--- config.mk ---
export PLATFORM = sky130hd
export DESIGN_NAME = xmem_bank_gate
export DESIGN_NICKNAME = d
export VERILOG_FILES = /design/src/rtl/xbg_pkg.sv /design/src/rtl/xbg_regs.sv /design/src/rtl/xbg_decode.sv /design/src/rtl/xmem_bank_gate.sv
export SDC_FILE = /design/constraint.sdc
export NUM_CORES = 1
export LEC_CHECK = 0
export ABC_AREA = 0
export ABC_CLOCK_PERIOD_IN_PS = 2280
export BUFFER_PORTS_ARGS = -buffer_cell sky130_fd_sc_hd__buf_2
export CAP_MARGIN = 20
export CORE_MARGIN = 4
export CORE_UTILIZATION = 25
export CTS_CLUSTER_SIZE = 40
export DETAILED_ROUTE_END_ITERATION = 16
export PLACE_DENSITY = 0.52
export RECOVER_POWER = 50
export SETUP_SLACK_MARGIN = 0.3
export SLEW_MARGIN = 20
export SYNTH_ARGS = -nofsm -noshare
export SYNTH_HDL_FRONTEND = slang
export SYNTH_SLANG_ARGS = --single-unit
--- constraint.sdc ---
create_clock -name clk -period 2.28 [get_ports clk]
set_input_delay 0.228 -clock clk [delete_from_list [all_inputs] [get_ports clk]]
set_output_delay 0.228 -clock clk [all_outputs]
set_load 0.01 [all_outputs]
--- src/rtl/xbg_pkg.sv ---
package xbg_pkg;

   typedef enum logic [1:0] {
      XS_BYTE = 2'd0,
      XS_HALF = 2'd1,
      XS_WORD = 2'd2,
      XS_RSVD = 2'd3
   } xsize_e;

   localparam int XBG_DATA_W   = 32;
   localparam int XBG_GLB_W    = 16;
   localparam int XBG_CNT_W    = 3;
   localparam int XBG_CNT_LSB  = 1;
   localparam int XBG_SZ_NARROW = 20;
   localparam int XBG_SZ_WIDE   = 26;

   localparam logic [XBG_GLB_W-1:0]  XBG_GLB_RST  = 16'h00F2;
   localparam logic [XBG_DATA_W-1:0] XBG_BCTL_RST = 32'hFFC2_FFC2;

endpackage

--- src/rtl/xbg_regs.sv ---
module xbg_regs
   import xbg_pkg::*;
#(
   parameter int OFF_W    = 4,
   parameter int NUM_BCTL = 2
) (
   input  logic                  clk,
   input  logic                  rst_n,
   input  logic [OFF_W-1:0]      reg_addr,
   input  logic                  reg_wr,
   input  logic                  reg_rd,
   input  logic [1:0]            reg_size,
   input  logic [XBG_DATA_W-1:0] reg_wdata,
   output logic [XBG_DATA_W-1:0] reg_rdata,
   output logic                  reg_err,
   output logic [XBG_GLB_W-1:0]  glb_ctl
);

   localparam int MAP_BYTES = 4 * (NUM_BCTL + 1);

   generate
      if (MAP_BYTES > (1 << OFF_W)) begin : g_bad_off_w
         $error("OFF_W too narrow for the register map");
      end
   endgenerate

   xsize_e                 size_q;
   logic                   hit_glb;
   logic [NUM_BCTL-1:0]    hit_bctl;
   logic                   size_ok;
   logic                   access;
   logic                   bad;
   logic [XBG_GLB_W-1:0]   glb_q;
   logic [XBG_DATA_W-1:0]  bctl_q [NUM_BCTL];

   assign size_q  = xsize_e'(reg_size);
   assign hit_glb = (reg_addr == '0);
   assign size_ok = (size_q == XS_HALF);
   assign access  = reg_wr | reg_rd;
   assign bad     = access & ~((hit_glb & size_ok) | (|hit_bctl));
   assign reg_err = bad;
   assign glb_ctl = glb_q;

   always_ff @(posedge clk or negedge rst_n) begin
      if (!rst_n) begin
         glb_q <= XBG_GLB_RST;
      end else if (reg_wr && hit_glb && size_ok) begin
         glb_q <= reg_wdata[XBG_GLB_W-1:0];
      end
   end

   generate
      for (genvar j = 0; j < NUM_BCTL; j++) begin : g_bctl
         assign hit_bctl[j] = (reg_addr == OFF_W'(4 * (j + 1)));

         always_ff @(posedge clk or negedge rst_n) begin
            if (!rst_n) begin
               bctl_q[j] <= XBG_BCTL_RST;
            end else if (reg_wr && hit_bctl[j]) begin
               bctl_q[j] <= reg_wdata;
            end
         end
      end
   endgenerate

   always_comb begin
      reg_rdata = '0;
      if (reg_rd && !bad) begin
         if (hit_glb) begin
            reg_rdata = {{(XBG_DATA_W-XBG_GLB_W){1'b0}}, glb_q};
         end
         for (int j = 0; j < NUM_BCTL; j++) begin
            if (hit_bctl[j]) begin
               reg_rdata = bctl_q[j];
            end
         end
      end
   end

   AST_GLB_BADSIZE_KEEP: assert property (@(posedge clk) disable iff (!rst_n)
      (reg_wr && reg_addr == '0 && reg_size != 2'd1) |=> $stable(glb_q))
      else $error("global word changed on wrongly sized write");

   AST_ERR_ZERO_RD: assert property (@(posedge clk) disable iff (!rst_n)
      reg_err |-> (reg_rdata == '0))
      else $error("read data not zero on error");

endmodule

--- src/rtl/xbg_decode.sv ---
module xbg_decode
   import xbg_pkg::*;
#(
   parameter int              ADDR_W     = 32,
   parameter logic [ADDR_W-1:0] BASE     = 32'h2000_0000,
   parameter bit              WIDE_BANKS = 1'b0,
   parameter int              NUM_BANKS  = 4
) (
   input  logic [XBG_GLB_W-1:0] glb_ctl,
   input  logic [ADDR_W-1:0]    bus_addr,
   output logic [NUM_BANKS-1:0] bank_sel,
   output logic                 bank_none
);

   localparam logic [XBG_CNT_W-1:0] CNT_MAX = XBG_CNT_W'(NUM_BANKS);

   logic [ADDR_W-1:0]    off;
   logic [ADDR_W-1:0]    idx;
   logic                 below;
   logic [XBG_CNT_W-1:0] field;
   logic [XBG_CNT_W-1:0] cnt;

   assign below = (bus_addr < BASE);
   assign off   = bus_addr - BASE;

   generate
      if (WIDE_BANKS) begin : g_wide
         assign idx = off >> XBG_SZ_WIDE;
      end else begin : g_narrow
         assign idx = off >> XBG_SZ_NARROW;
      end
   endgenerate

   assign field = glb_ctl[XBG_CNT_LSB +: XBG_CNT_W];
   assign cnt   = (field > CNT_MAX) ? CNT_MAX : field;

   generate
      for (genvar i = 0; i < NUM_BANKS; i++) begin : g_sel
         assign bank_sel[i] = !below && (idx == ADDR_W'(i)) &&
                              (XBG_CNT_W'(i) < cnt);
      end
   endgenerate

   assign bank_none = below || (idx >= ADDR_W'(cnt));

endmodule

--- src/rtl/xmem_bank_gate.sv ---
module xmem_bank_gate
   import xbg_pkg::*;
#(
   parameter int                OFF_W      = 4,
   parameter int                ADDR_W     = 32,
   parameter logic [ADDR_W-1:0] BASE       = 32'h2000_0000,
   parameter bit                WIDE_BANKS = 1'b0,
   parameter int                NUM_BANKS  = 4
) (
   input  logic                  clk,
   input  logic                  rst_n,
   input  logic [OFF_W-1:0]      reg_addr,
   input  logic                  reg_wr,
   input  logic                  reg_rd,
   input  logic [1:0]            reg_size,
   input  logic [31:0]           reg_wdata,
   output logic [31:0]           reg_rdata,
   output logic                  reg_err,
   input  logic [ADDR_W-1:0]     bus_addr,
   output logic [NUM_BANKS-1:0]  bank_sel,
   output logic                  bank_none
);

   localparam int SZ_LOG2 = WIDE_BANKS ? XBG_SZ_WIDE : XBG_SZ_NARROW;

   generate
      if (NUM_BANKS < 1 || NUM_BANKS > 7) begin : g_bad_banks
         $error("NUM_BANKS must be 1..7");
      end
      if (ADDR_W <= SZ_LOG2 + 2) begin : g_bad_addr_w
         $error("ADDR_W too small for the bank windows");
      end
   endgenerate

   logic [XBG_GLB_W-1:0] glb_ctl;

   xbg_regs #(
      .OFF_W    (OFF_W),
      .NUM_BCTL (2)
   ) u_regs (
      .clk       (clk),
      .rst_n     (rst_n),
      .reg_addr  (reg_addr),
      .reg_wr    (reg_wr),
      .reg_rd    (reg_rd),
      .reg_size  (reg_size),
      .reg_wdata (reg_wdata),
      .reg_rdata (reg_rdata),
      .reg_err   (reg_err),
      .glb_ctl   (glb_ctl)
   );

   xbg_decode #(
      .ADDR_W     (ADDR_W),
      .BASE       (BASE),
      .WIDE_BANKS (WIDE_BANKS),
      .NUM_BANKS  (NUM_BANKS)
   ) u_decode (
      .glb_ctl   (glb_ctl),
      .bus_addr  (bus_addr),
      .bank_sel  (bank_sel),
      .bank_none (bank_none)
   );

   AST_SEL_ONEHOT: assert property (@(posedge clk) disable iff (!rst_n)
      $onehot0(bank_sel))
      else $error("bank_sel not one-hot");

   AST_NONE_EXCL: assert property (@(posedge clk) disable iff (!rst_n)
      bank_none != (|bank_sel))
      else $error("bank_none disagrees with bank_sel");

   AST_ERR_STROBE: assert property (@(posedge clk) disable iff (!rst_n)
      reg_err |-> (reg_wr || reg_rd))
      else $error("error without a strobe");

   AST_BELOW_BASE: assert property (@(posedge clk) disable iff (!rst_n)
      (bus_addr < BASE) |-> bank_none)
      else $error("address below base selected a bank");

endmodule

## After elaboration in Yosys (flattened, before gate mapping)

Cells that the tools add are included.

- $add $sub $neg: 1
- $mul: 0
- Div/mod/pow operators: 0
- $lt $le $gt $ge: 7
- Eq/ne operators: 6
- Shift-type cells: 0
- Multiplexer cells: 5
- Bitwise operators: 5
- Reductions and logical operators: 19

Operator list:

| kind | number |
|---|---|
| $mux W32 | 3 |
| $logic_not A32 Y1 | 1 |
| $lt A32 B30 Y1 const B | 1 |
| $sub A32 B30 Y32 const B | 1 |
| $eq A12 B2 Y1 const B | 2 |
| $mux W16 | 1 |
| $logic_and A1 B1 Y1 | 13 |
| $eq A12 B1 Y1 const B | 1 |
| $ge A12 B3 Y1 | 1 |
| $lt A1 B3 Y1 const A | 2 |
| $lt A2 B3 Y1 const A | 2 |
| $eq A4 B3 Y1 const B | 1 |
| $eq A4 B4 Y1 const B | 1 |
| $logic_not A4 Y1 | 1 |
| $gt A3 B3 Y1 const B | 1 |
| $mux W3 | 1 |
| $and A1 B1 Y1 | 2 |
| $eq A2 B1 Y1 const B | 1 |
| $logic_not A1 Y1 | 2 |
| $or A1 B1 Y1 | 2 |
| $reduce_or A2 Y1 | 1 |
| $logic_or A1 B1 Y1 | 1 |
| $not A1 Y1 | 1 |

- Register bits: 80
- Latch bits: 0
- Memory bits (writable): 0
- Memory bits (read-only): 0
- Output and inout bits: 38
- Memories kept: 0

## Logic depth before layout (Yosys ltp)

Gate-level depths: netlist of run 1.

- Depth in word-level cells: 8
- Gate-level depth with buffers: 6

## Cells and area by module

A second synthesis of run 1 with hierarchy kept.

- Cell total of the unflattened synthesis: 305
- Area total of the unflattened synthesis: 3,942.5 um2

Modules (own cells, without submodules):

| module | instances | cells an instance | area each (um2) | seq. area each (um2) |
|---|---|---|---|---|
| xbg_regs | 1 | 275 | 3,742.3 | 2,063.2 |
| xbg_decode | 1 | 30 | 200.2 | 0.0 |

## Least setup slack after synthesis of run 1

OpenSTA, ideal clock, no wires.

- Kind: in2out
- Start: input port bus_addr[29]
- End: output port bank_sel[0]
- Arrival time: 1.496 ns
- Required time: 2.052 ns
- Setup slack: 0.556 ns
- Stages: 5
- Buffers on the path: 0
- Cells stage by stage: inv_1 ha_1 xor2_1 or4b_1 nor4_1

- Cells in the longest elaborated chain, start to end: 4
- Elaborated cells between the ends (all ways): 6

Ends and longest elaborated chain:

| element | line | text |
|---|---|---|
| start: declaration | xmem_bank_gate.sv:19 | `input logic [ADDR_W-1:0] bus_addr,` |
| $sub A32 B30 Y32 or $lt A32 B30 Y1 (tied branches) | xbg_decode.sv:24, xbg_decode.sv:23 |  |
| $logic_not A32 Y1 or $logic_not A1 Y1 (tied branches) | xbg_decode.sv:39 | `assign bank_sel[i] = !below && (idx == ADDR_W'(i)) &&` |
| $logic_and A1 B1 Y1 (*) (2 in a row) | xbg_decode.sv:39 |  |
| end: declaration | xmem_bank_gate.sv:20 | `output logic [NUM_BANKS-1:0] bank_sel,` |

Every way passes the cells marked *; elsewhere a longest branch is shown, timed or not.

## Worst setup path in the final report of run 1

- Start: register u_regs.glb_q[1], in the netlist u_regs.glb_ctl[1]
- End: output port bank_none

- Cells in the longest elaborated chain, start to end: 4

Ends and longest elaborated chain:

| element | line | text |
|---|---|---|
| start: declaration | xbg_regs.sv:33 | `logic [XBG_GLB_W-1:0] glb_q;` |
| start signal: assignment | xbg_regs.sv:48 | `glb_q <= reg_wdata[XBG_GLB_W-1:0];` |
| $gt A3 B3 Y1 | xbg_decode.sv:35 | `assign cnt = (field > CNT_MAX) ? CNT_MAX : field;` |
| $mux W3 (*) | xbg_decode.sv:35 |  |
| $ge A12 B3 Y1 (*) | xbg_decode.sv:44 | `assign bank_none = below \|\| (idx >= ADDR_W'(cnt));` |
| $logic_or A1 B1 Y1 (*) | xbg_decode.sv:44 |  |
| end: declaration | xmem_bank_gate.sv:21 | `output logic bank_none` |

Marks and branches as above.

==> results of run 1 <==
-- layer usage --
| layer | up-vias | share of wire, % |
|---|---|---|
| met2 | 75 | 47 |
| met4 | 0 | 1.2 |
| li1 | 1278 | - |
| met3 | 10 | 4.7 |
| met1 | 1399 | 47 |
| met5 | - | 0 |
-- cells in the mapped netlist (all sizes together) (2+ instances only) --
master,n
o21ai,2
a21oi,3
dfrtp,31
nor2,20
nor3b,2
clkbuf,5
nor3,3
nor4,4
buf,12
a222oi,16
nor2b,20
mux2,80
ha,4
nor4b,2
a22oi,16
inv,4
dfstp,49
nand3,2
-- timing repair --
| item | CTS | global route |
|---|---|---|
| buffers inserted | 3 | 0 |
| gates resized for setup | 7 | 0 |
| hold buffers | 0 | 0 |
| pin swaps | 1 | 1 |
| setup endpoints to repair | 13 | 4 |
-- cells by family after synthesis --
group	after synthesis	share of synthesized area [%]
AND/OR/NAND/NOR	60	9.47
multiplexers	80	23.7
adder cells (fa/ha/maj)	4	1.31
XOR/XNOR	1	0.230
AO/OA/AOI/OAI	39	8.65
flip-flops	80	54.2
buffers and inverters	21	2.47
-- cell type report --
type                            instances  area share (%)
Sequential cell                        80            42.1
Timing Repair Buffer                  110            11.9
Tap cell                              184            4.70
Multi-Input combinational cell        184            34.7
Inverter                                4           0.307
Clock inverter                          6            1.35
Clock buffer                           10            4.88
-- state kept, by name, summed over array words and instances (netlist names) --
| register | count |
|---|---|
| u_regs.bctl_q | 64 |
| u_regs.glb_ctl | 16 |
-- placed cells by master, fill, tap and decap left out, types with 2 or more instances in the layout --
master and n:
nor2b_1 17, dfstp_2 49, nor4_1 3, mux2_2 19
a21oi_1 3, clkinv_2 2, mux2_1 61, clkbuf_1 5
nor3b_1 2, dfrtp_1 30, inv_6 2, nor3_1 3
buf_4 13, nor4b_4 2, clkbuf_2 2, ha_1 4
nand3_2 2, clkbuf_16 9, buf_2 89, nor2b_4 2
a222oi_1 16, a22oi_1 16, inv_1 3, nor2_1 20
-- power by group through the flow --
| stage | Sequential, W | Combinational, W | Clock [W] |
|---|---|---|---|
| 2_1_floorplan | 0.00199 | 0.000353 | 0 |
| 3_3_place_gp | 0.00202 | 0.000516 | 0 |
| 3_5_place_dp | 0.00204 | 0.000539 | 0 |
| 4_1_cts | 0.00202 | 0.000557 | 0.00151 |
| 5_1_grt | 0.00206 | 0.000610 | 0.00159 |
| 6_report | 0.00202 | 0.000540 | 0.00146 |
-- stage by stage --
stage | utilization, % | total power, W | instances | instance area [sq um]
4_1_cts | 33.5 | 0.00409 | 578 | 4920
6_report | 33.3 | 0.00402 | 578 | 4900
5_1_grt | 33.3 | 0.00426 | 578 | 4900
3_3_place_gp | 31.1 | 0.00253 | 559 | 4570
2_1_floorplan | - | 0.00234 | 285 | 3810
3_5_place_dp | 31.1 | 0.00258 | 559 | 4570
-- final timing paths --
kind / to / from
setup reg to reg: u_regs.glb_ctl[3] / u_regs.glb_ctl[3]
hold / removal: u_regs.bctl_q[27] / reg_wdata[27]
min in group asynchronous: u_regs.bctl_q[53] / rst_n
hold reg to reg: u_regs.glb_ctl[8] / u_regs.glb_ctl[8]
setup / recovery: bank_none / u_regs.glb_ctl[1]
max in group asynchronous: u_regs.glb_ctl[3] / rst_n
==> metrics.md, run 1 <==
| Metric | Value |
|---|---|
| CTS H-tree depth | `3` |
| Grt total ovfl | `0` |
| Synth top area cells | `dfstp_2, dfrtp_1, mux2_1` |
| # IOs | `112` |
| Top Usage Layer GRT | `met2` |
| Worst EP required | `2.05 ns` |
| Clock tree buffer depth | `2` |
| GRT Total Usage | `12.0%` |
| Initial Utilization | `25.9%` |
| Die Footprint | `0.0173 sq mm` |
| Synth-to-Final Area Change | `28.7%` |
| Clock transition at the registers of the reported paths | `0.06 ns` |
| Achievable Freq | `473 MHz` |
| Sw Share | `24.2%` |
| Routed len/inst | `17.2 um` |
| Die Width | `131 um` |
| Sequential share of the synthesized area | `54.2%` |
| Cell Area, Synth | `0.00381 sq mm` |
| GPL Wtd Cong | `0.753` |
| Number of global-route vias before repair | `3027` |
| Largest net degree at the start of global routing | `74` |
| Startpoint types | `register` |
| N_diodes | `0` |
| EDFF count, synth | `0` |
| Row cnt | `44` |
| WP buf/inv | `1` |
| CP top delay family | `simple AND/OR/NAND/NOR gates` |
| Synthesis Warnings | `0` |
| Vias per cell | `4.78` |
| Multi-input logic area | `0.00170 sq mm` |
| Crit-path max cell delay | `0.53 ns` |
| Critical path depth | `6` |
| Worst path slowest cell | `dfstp_2` |
| Data arrival, critical path | `1.88 ns` |
| Critical Path Fanout Max | `2` |
| Worst hold-check path type | `input pin to register` |
| WS Path Type | `register to output pin` |
| Tightest Pin Transition | `1.79 ns` |
| Syn Area/Cell | `13.4 sq um` |
| Status | `finished with violations` |
| Total Wirelength | `9.94 mm` |
| Worst slew margin | `-19.1%` |
| Fin Hold WS | `0.121 ns` |
| Crit path time final | `2.11 ns` |
| Via Count | `2762` |
| Synth Register Bits | `80` |
| Estimated wirelength of the detail-placed design | `6.80 mm` |
| CP endpoint kind | `output pin` |
| Iteration-0 DRC count of the detailed router | `137` |
| DRC Markers | `0` |
| PortBufs | `91` |
| Failing checks | `capacitance limit, slew limit` |
| Routed Antenna Nets | `0` |
| Final Hold Viols | `0` |
| Initial DRT Pass Iterations | `7` |
| Met3 Track Usage GR | `3.44%` |
| Setup Viol. Count Final | `0` |
| Pre-CTS setup slack | `0.169 ns` |
| Max cap viols | `1` |
| Worst path cell trace | `nor2b_4 > ha_1 > nor2_1 > a21oi_1 > or3b_4 > buf_6` |
| Dominant cell type by area after synthesis | `dfstp_2` |
| Share of cells above drive strength 1 | `51.0%` |
| Final Cycle Share | `92.7%` |
| Final setup TNS | `0 ns` |
| Pint | `0.00305 W` |
| First-pass GRT wire length | `16.4 mm` |
| Netlist cell types | `31` |
| NumNets Final | `467` |
| Sequential cell fraction of total power | `50.2%` |
| Fill cell count | `1494` |
| R2r worst-path depth | `2` |
| Worst hold stages | `2` |
| Initial antenna violation count | `0` |
| Async set or reset register ratio after synthesis | `100%` |
| Synth top area share | `33.8%` |
| Clock group share of total power | `36.3%` |
| Final Max Tran Viols | `74` |
| Post-route setup slack | `0.167 ns` |
| Die H | `131 um` |
| Worst Clk Skew | `0 ns` |
| Root Driver | `clkbuf_16` |
| Mapped Cells | `285` |
| Syn Nets | `363` |
| Psw | `0.000973 W` |
| Unrepaired setup endpoints after global routing | `true` |
| Setup slack, reg-to-reg | `1.32 ns` |
| P_leak | `2.14 nW` |
| Worst skew pair latency | `0.33 ns` |
| Comb pwr share | `13.4%` |
| M2 GR Usage | `18.6%` |
| Reg area | `0.00206 sq mm` |
| Num CTS Buffers | `9` |
| CTS tree | `done` |
| Clock Sinks | `80` |
| Met1 Usage GRT | `16.0%` |
| VDD IR-drop max | `0.306 mV` |
| Most common flop cell mapped by yosys | `dfstp_2` |
| Core area | `0.0147 sq mm` |
| PwrDens | `820 mW/mm^2` |
Power figures use the tool's default switching activity.
==> run 2: changes to the inputs <==
- HOLD_SLACK_MARGIN: unset -> 0.06
- PLACE_DENSITY: 0.52 -> 0.51
- SYNTH_HIERARCHICAL: unset -> 1
==> metrics.md, run 2 <==
| Metric | Value |
|---|---|
| Grt total ovfl | `0 (unchanged)` |
| Iteration-0 DRC count of the detailed router | `78 (-43%)` |
| Crit path time final | `2.14 ns (+0.0227 ns)` |
| Max cap viols | `0 (-1)` |
| Comb pwr share | `15.0% (+1.6 points)` |
| Worst path cell trace | `nor2b_4 > ha_1 > nor2_1 > a21oi_1 > or4_1 > buf_2` |
| PortBufs | `91 (unchanged)` |
| Dominant cell type by area after synthesis | `dfstp_2` |
| Top-count cell post-synth | `mux2_2` |
| Final Cycle Share | `93.7% (+1.0 points)` |
| Status | `finished clean` |
| Die Footprint | `0.0178 sq mm (+3.4%)` |
| Synth Register Bits | `80 (unchanged)` |
| Clock tree buffer depth | `2 (unchanged)` |
| DRC Markers | `0 (unchanged)` |
| Synth top area share | `32.7% (-1.2 points)` |
| Final Max Tran Viols | `0 (-100%)` |
| # IOs | `112 (unchanged)` |
| Share of cells above drive strength 1 | `66.7% (+16 points)` |
| N_diodes | `0 (unchanged)` |
| Worst EP required | `2.05 ns (about the same)` |
| Critical Path Fanout Max | `2 (unchanged)` |
| Crit-path max cell delay | `0.53 ns (about the same)` |
| Worst skew pair latency | `0.33 ns (about the same)` |
| Die H | `134 um (+1.7%)` |
| First-pass GRT wire length | `15.8 mm (-3.4%)` |
| M2 GR Usage | `18.5% (-0.12 points)` |
| Final setup TNS | `0 ns (unchanged)` |
| GRT Total Usage | `11.4% (-0.55 points)` |
| Pint | `0.00326 W (+7.0%)` |
| Largest net degree at the start of global routing | `44 (-41%)` |
| Worst path slowest cell | `dfstp_2` |
| Clock Sinks | `80 (unchanged)` |
| Sequential share of the synthesized area | `52.3% (-1.9 points)` |
| Number of global-route vias before repair | `3011 (-0.53%)` |
| PwrDens | `837 mW/mm^2 (+2.0%)` |
| NumNets Final | `481 (+3.0%)` |
| GPL Wtd Cong | `0.730 (-3.1%)` |
| Setup Viol. Count Final | `0 (unchanged)` |
| Cell Area, Synth | `0.00394 sq mm (+3.6%)` |
| Setup slack, reg-to-reg | `1.18 ns (-0.14 ns)` |
| Launching point of the worst reg2reg path | `u_regs/glb_ctl[3]` |
| CTS tree | `done` |
| R2r worst-path depth | `3 (+1)` |
| Startpoint types | `register` |
| Vias per cell | `4.47 (-6.4%)` |
| Tightest Pin Transition | `1.09 ns (-0.700 ns)` |
| Initial DRT Pass Iterations | `5 (-2)` |
| Most frequent cells after synthesis | `mux2_2, dfstp_2, nor2_1` |
| VDD IR-drop max | `0.292 mV (-4.8%)` |
| Routed len/inst | `15.8 um (-7.8%)` |
| Via Count | `2768 (+0.22%)` |
| Initial antenna violation count | `0 (unchanged)` |
| Synth top area cells | `dfstp_2, mux2_2, dfrtp_1` |
| Achievable Freq | `468 MHz (-1.1%)` |
| Total Wirelength | `9.81 mm (-1.3%)` |
| Largest register FFs | `64 (unchanged)` |
| Most common flop cell mapped by yosys | `dfstp_2` |
| Data arrival, critical path | `1.91 ns (+0.03 ns)` |
| Die Width | `134 um (+1.7%)` |
| Routed Antenna Nets | `0 (unchanged)` |
| Met3 Track Usage GR | `3.74% (+0.30 points)` |
| Sw Share | `22.4% (-1.8 points)` |
| Syn Area/Cell | `12.9 sq um (-3.2%)` |
| Mapped Cells | `305 (+7.0%)` |
| WS Path Type | `register to output pin` |
| Netlist cell types | `33 (+6.5%)` |
| Unrepaired setup endpoints after global routing | `true` |
| Psw | `0.000943 W (-3.1%)` |
| Synth-to-Final Area Change | `27.3%` |
| Min-delay src | `reg_wdata[20]` |
| Async set or reset register ratio after synthesis | `100% (unchanged)` |
| Capturing point of the worst reg2reg path | `u_regs/glb_ctl[3]` |
| Root Driver | `clkbuf_16` |
| Top Usage Layer GRT | `met2` |
| P_leak | `2.17 nW (+1.5%)` |
| Clock group share of total power | `37.1% (+0.8 points)` |
| Most common cell after layout, fill and taps aside | `mux2_2` |
| Row cnt | `45 (+2.3%)` |
| CTS H-tree depth | `3 (unchanged)` |
| Initial Utilization | `25.7% (-0.15 points)` |
| Core area | `0.0153 sq mm (+4.2%)` |
| Estimated wirelength of the detail-placed design | `6.52 mm (-4.0%)` |
| Final Hold Viols | `0 (unchanged)` |
| Worst hold-check path type | `input pin to register` |
| EDFF count, synth | `0 (unchanged)` |
| Met1 Usage GRT | `14.0% (-2.0 points)` |
| CP endpoint kind | `output pin` |
| Num CTS Buffers | `9 (unchanged)` |
| Worst slew margin | `27.6% (+47 points)` |
| Biggest register | `u_regs/bctl_q` |
| Fill cell count | `1601 (+7.2%)` |
| Clock transition at the registers of the reported paths | `0.06 ns (about the same)` |
| Power Total | `0.00420 W (+4.5%)` |
| Worst hold stages | `2 (unchanged)` |
| Hold EP | `u_regs/bctl_q[52]` |
| Worst Clk Skew | `0 ns (unchanged)` |
| Commonest cells after routing, fill and taps aside | `mux2_2, buf_2, dfstp_2` |
| Synthesis Warnings | `6 (+6)` |
| Syn Nets | `383 (+5.5%)` |
| Sequential cell fraction of total power | `47.8% (-2.4 points)` |
## run 2: cell types whose count changed in the layout (fill, tap and decap cells not counted), sizes merged, moves of 3 or more
cell,change
a222oi,-16
a22oi,+16
mux2,+16
nor2,+15
nor2b,-15
nor4,-3
## run 2: layer usage
| metal | vias up | share of wire (%) | wire, um |
|---|---|---|---|
| li1 | 1306 | - | - |
| met1 | 1374 | 45 | 4410 |
| met2 | 75 | 47 | 4630 |
| met3 | 13 | 6.1 | 597 |
| met4 | 0 | 1.8 | 178 |
| met5 | - | 0 | 0 |
## run 2: critical path, delay by kind of cell (launching register included)
family | cells | cell delay (ns)
AO/OA/AOI/OAI | 1 | 0.07
adder cells (fa/ha/maj) | 1 | 0.22
buffers and inverters | 1 | 0.15
AND/OR/NAND/NOR | 3 | 0.60
flip-flops | 1 | 0.53
## run 2: power by group through the flow
stage / clock [W] / sequential [W] / combinational [W]
5_1_grt: 0.00170 / 0.00205 / 0.000702
3_3_place_gp: 0 / 0.00201 / 0.000600
6_report: 0.00156 / 0.00201 / 0.000631
3_5_place_dp: 0 / 0.00203 / 0.000624
4_1_cts: 0.00163 / 0.00201 / 0.000649
2_1_floorplan: 0 / 0.00198 / 0.000446
## run 2: area by class of cell
cell class	instances	area, sq um	share of cell area (%)
clock buffer	13	260	5.18
inverter	5	18.8	0.374
timing repair buffer	107	572	11.4
sequential	80	2060	41.1
multi-input combinational	200	1780	35.4
tap	211	264	5.26
clock inverter	3	65.1	1.30
## run 2: cell families (layout without fill, tap and decap cells)
logic type / Yosys count / count (layout) / share of synthesized area, %
AO/OA/AOI/OAI: 39 / 39 / 7.20
XOR/XNOR: 1 / 1 / 0.222
adder cells (fa/ha/maj): 4 / 4 / 1.27
buffers and inverters: 25 / 128 / 3.46
flip-flops: 80 / 80 / 52.3
multiplexers: 96 / 96 / 27.4
AND/OR/NAND/NOR: 60 / 60 / 8.09
## run 2: worst max path at each step
stage / cells after the start / to / slack (ns) / start
floorplan: 5 / bank_none / 0.59 / u_regs/glb_ctl[1]
global placement: 6 / reg_rdata[27] / 0.41 / reg_addr[2]
detailed placement: 6 / reg_rdata[27] / 0.37 / reg_addr[2]
CTS: 6 / bank_none / 0.13 / u_regs/glb_ctl[1]
global route: 7 / bank_none / 0.07 / u_regs/glb_ctl[3]
finish: 6 / bank_none / 0.14 / u_regs/glb_ctl[1]
## run 2: metrics by stage
stage	cells	hold WS, ns	util, %	setup slack [ns]	cell area, sq um
final	619	0.129	32.8	0.145	5020
after global routing	619	0.117	32.8	0.0690	5020
after CTS	619	0.110	33.1	0.134	5070
after detailed placement	598	0.273	30.7	0.365	4700
after global placement	598	0.256	30.7	0.406	4700
after floorplan	305	-0.0676	-	0.587	3940
## run 2: what timing repair did
item                                   4_1_cts  5_1_grt
pin swaps                                    0        1
setup buffers                                4        0
setup endpoints to repair                    1        2
gates resized for setup                      4        1
endpoints found under the hold margin       13        0
hold buffers                                 1        0
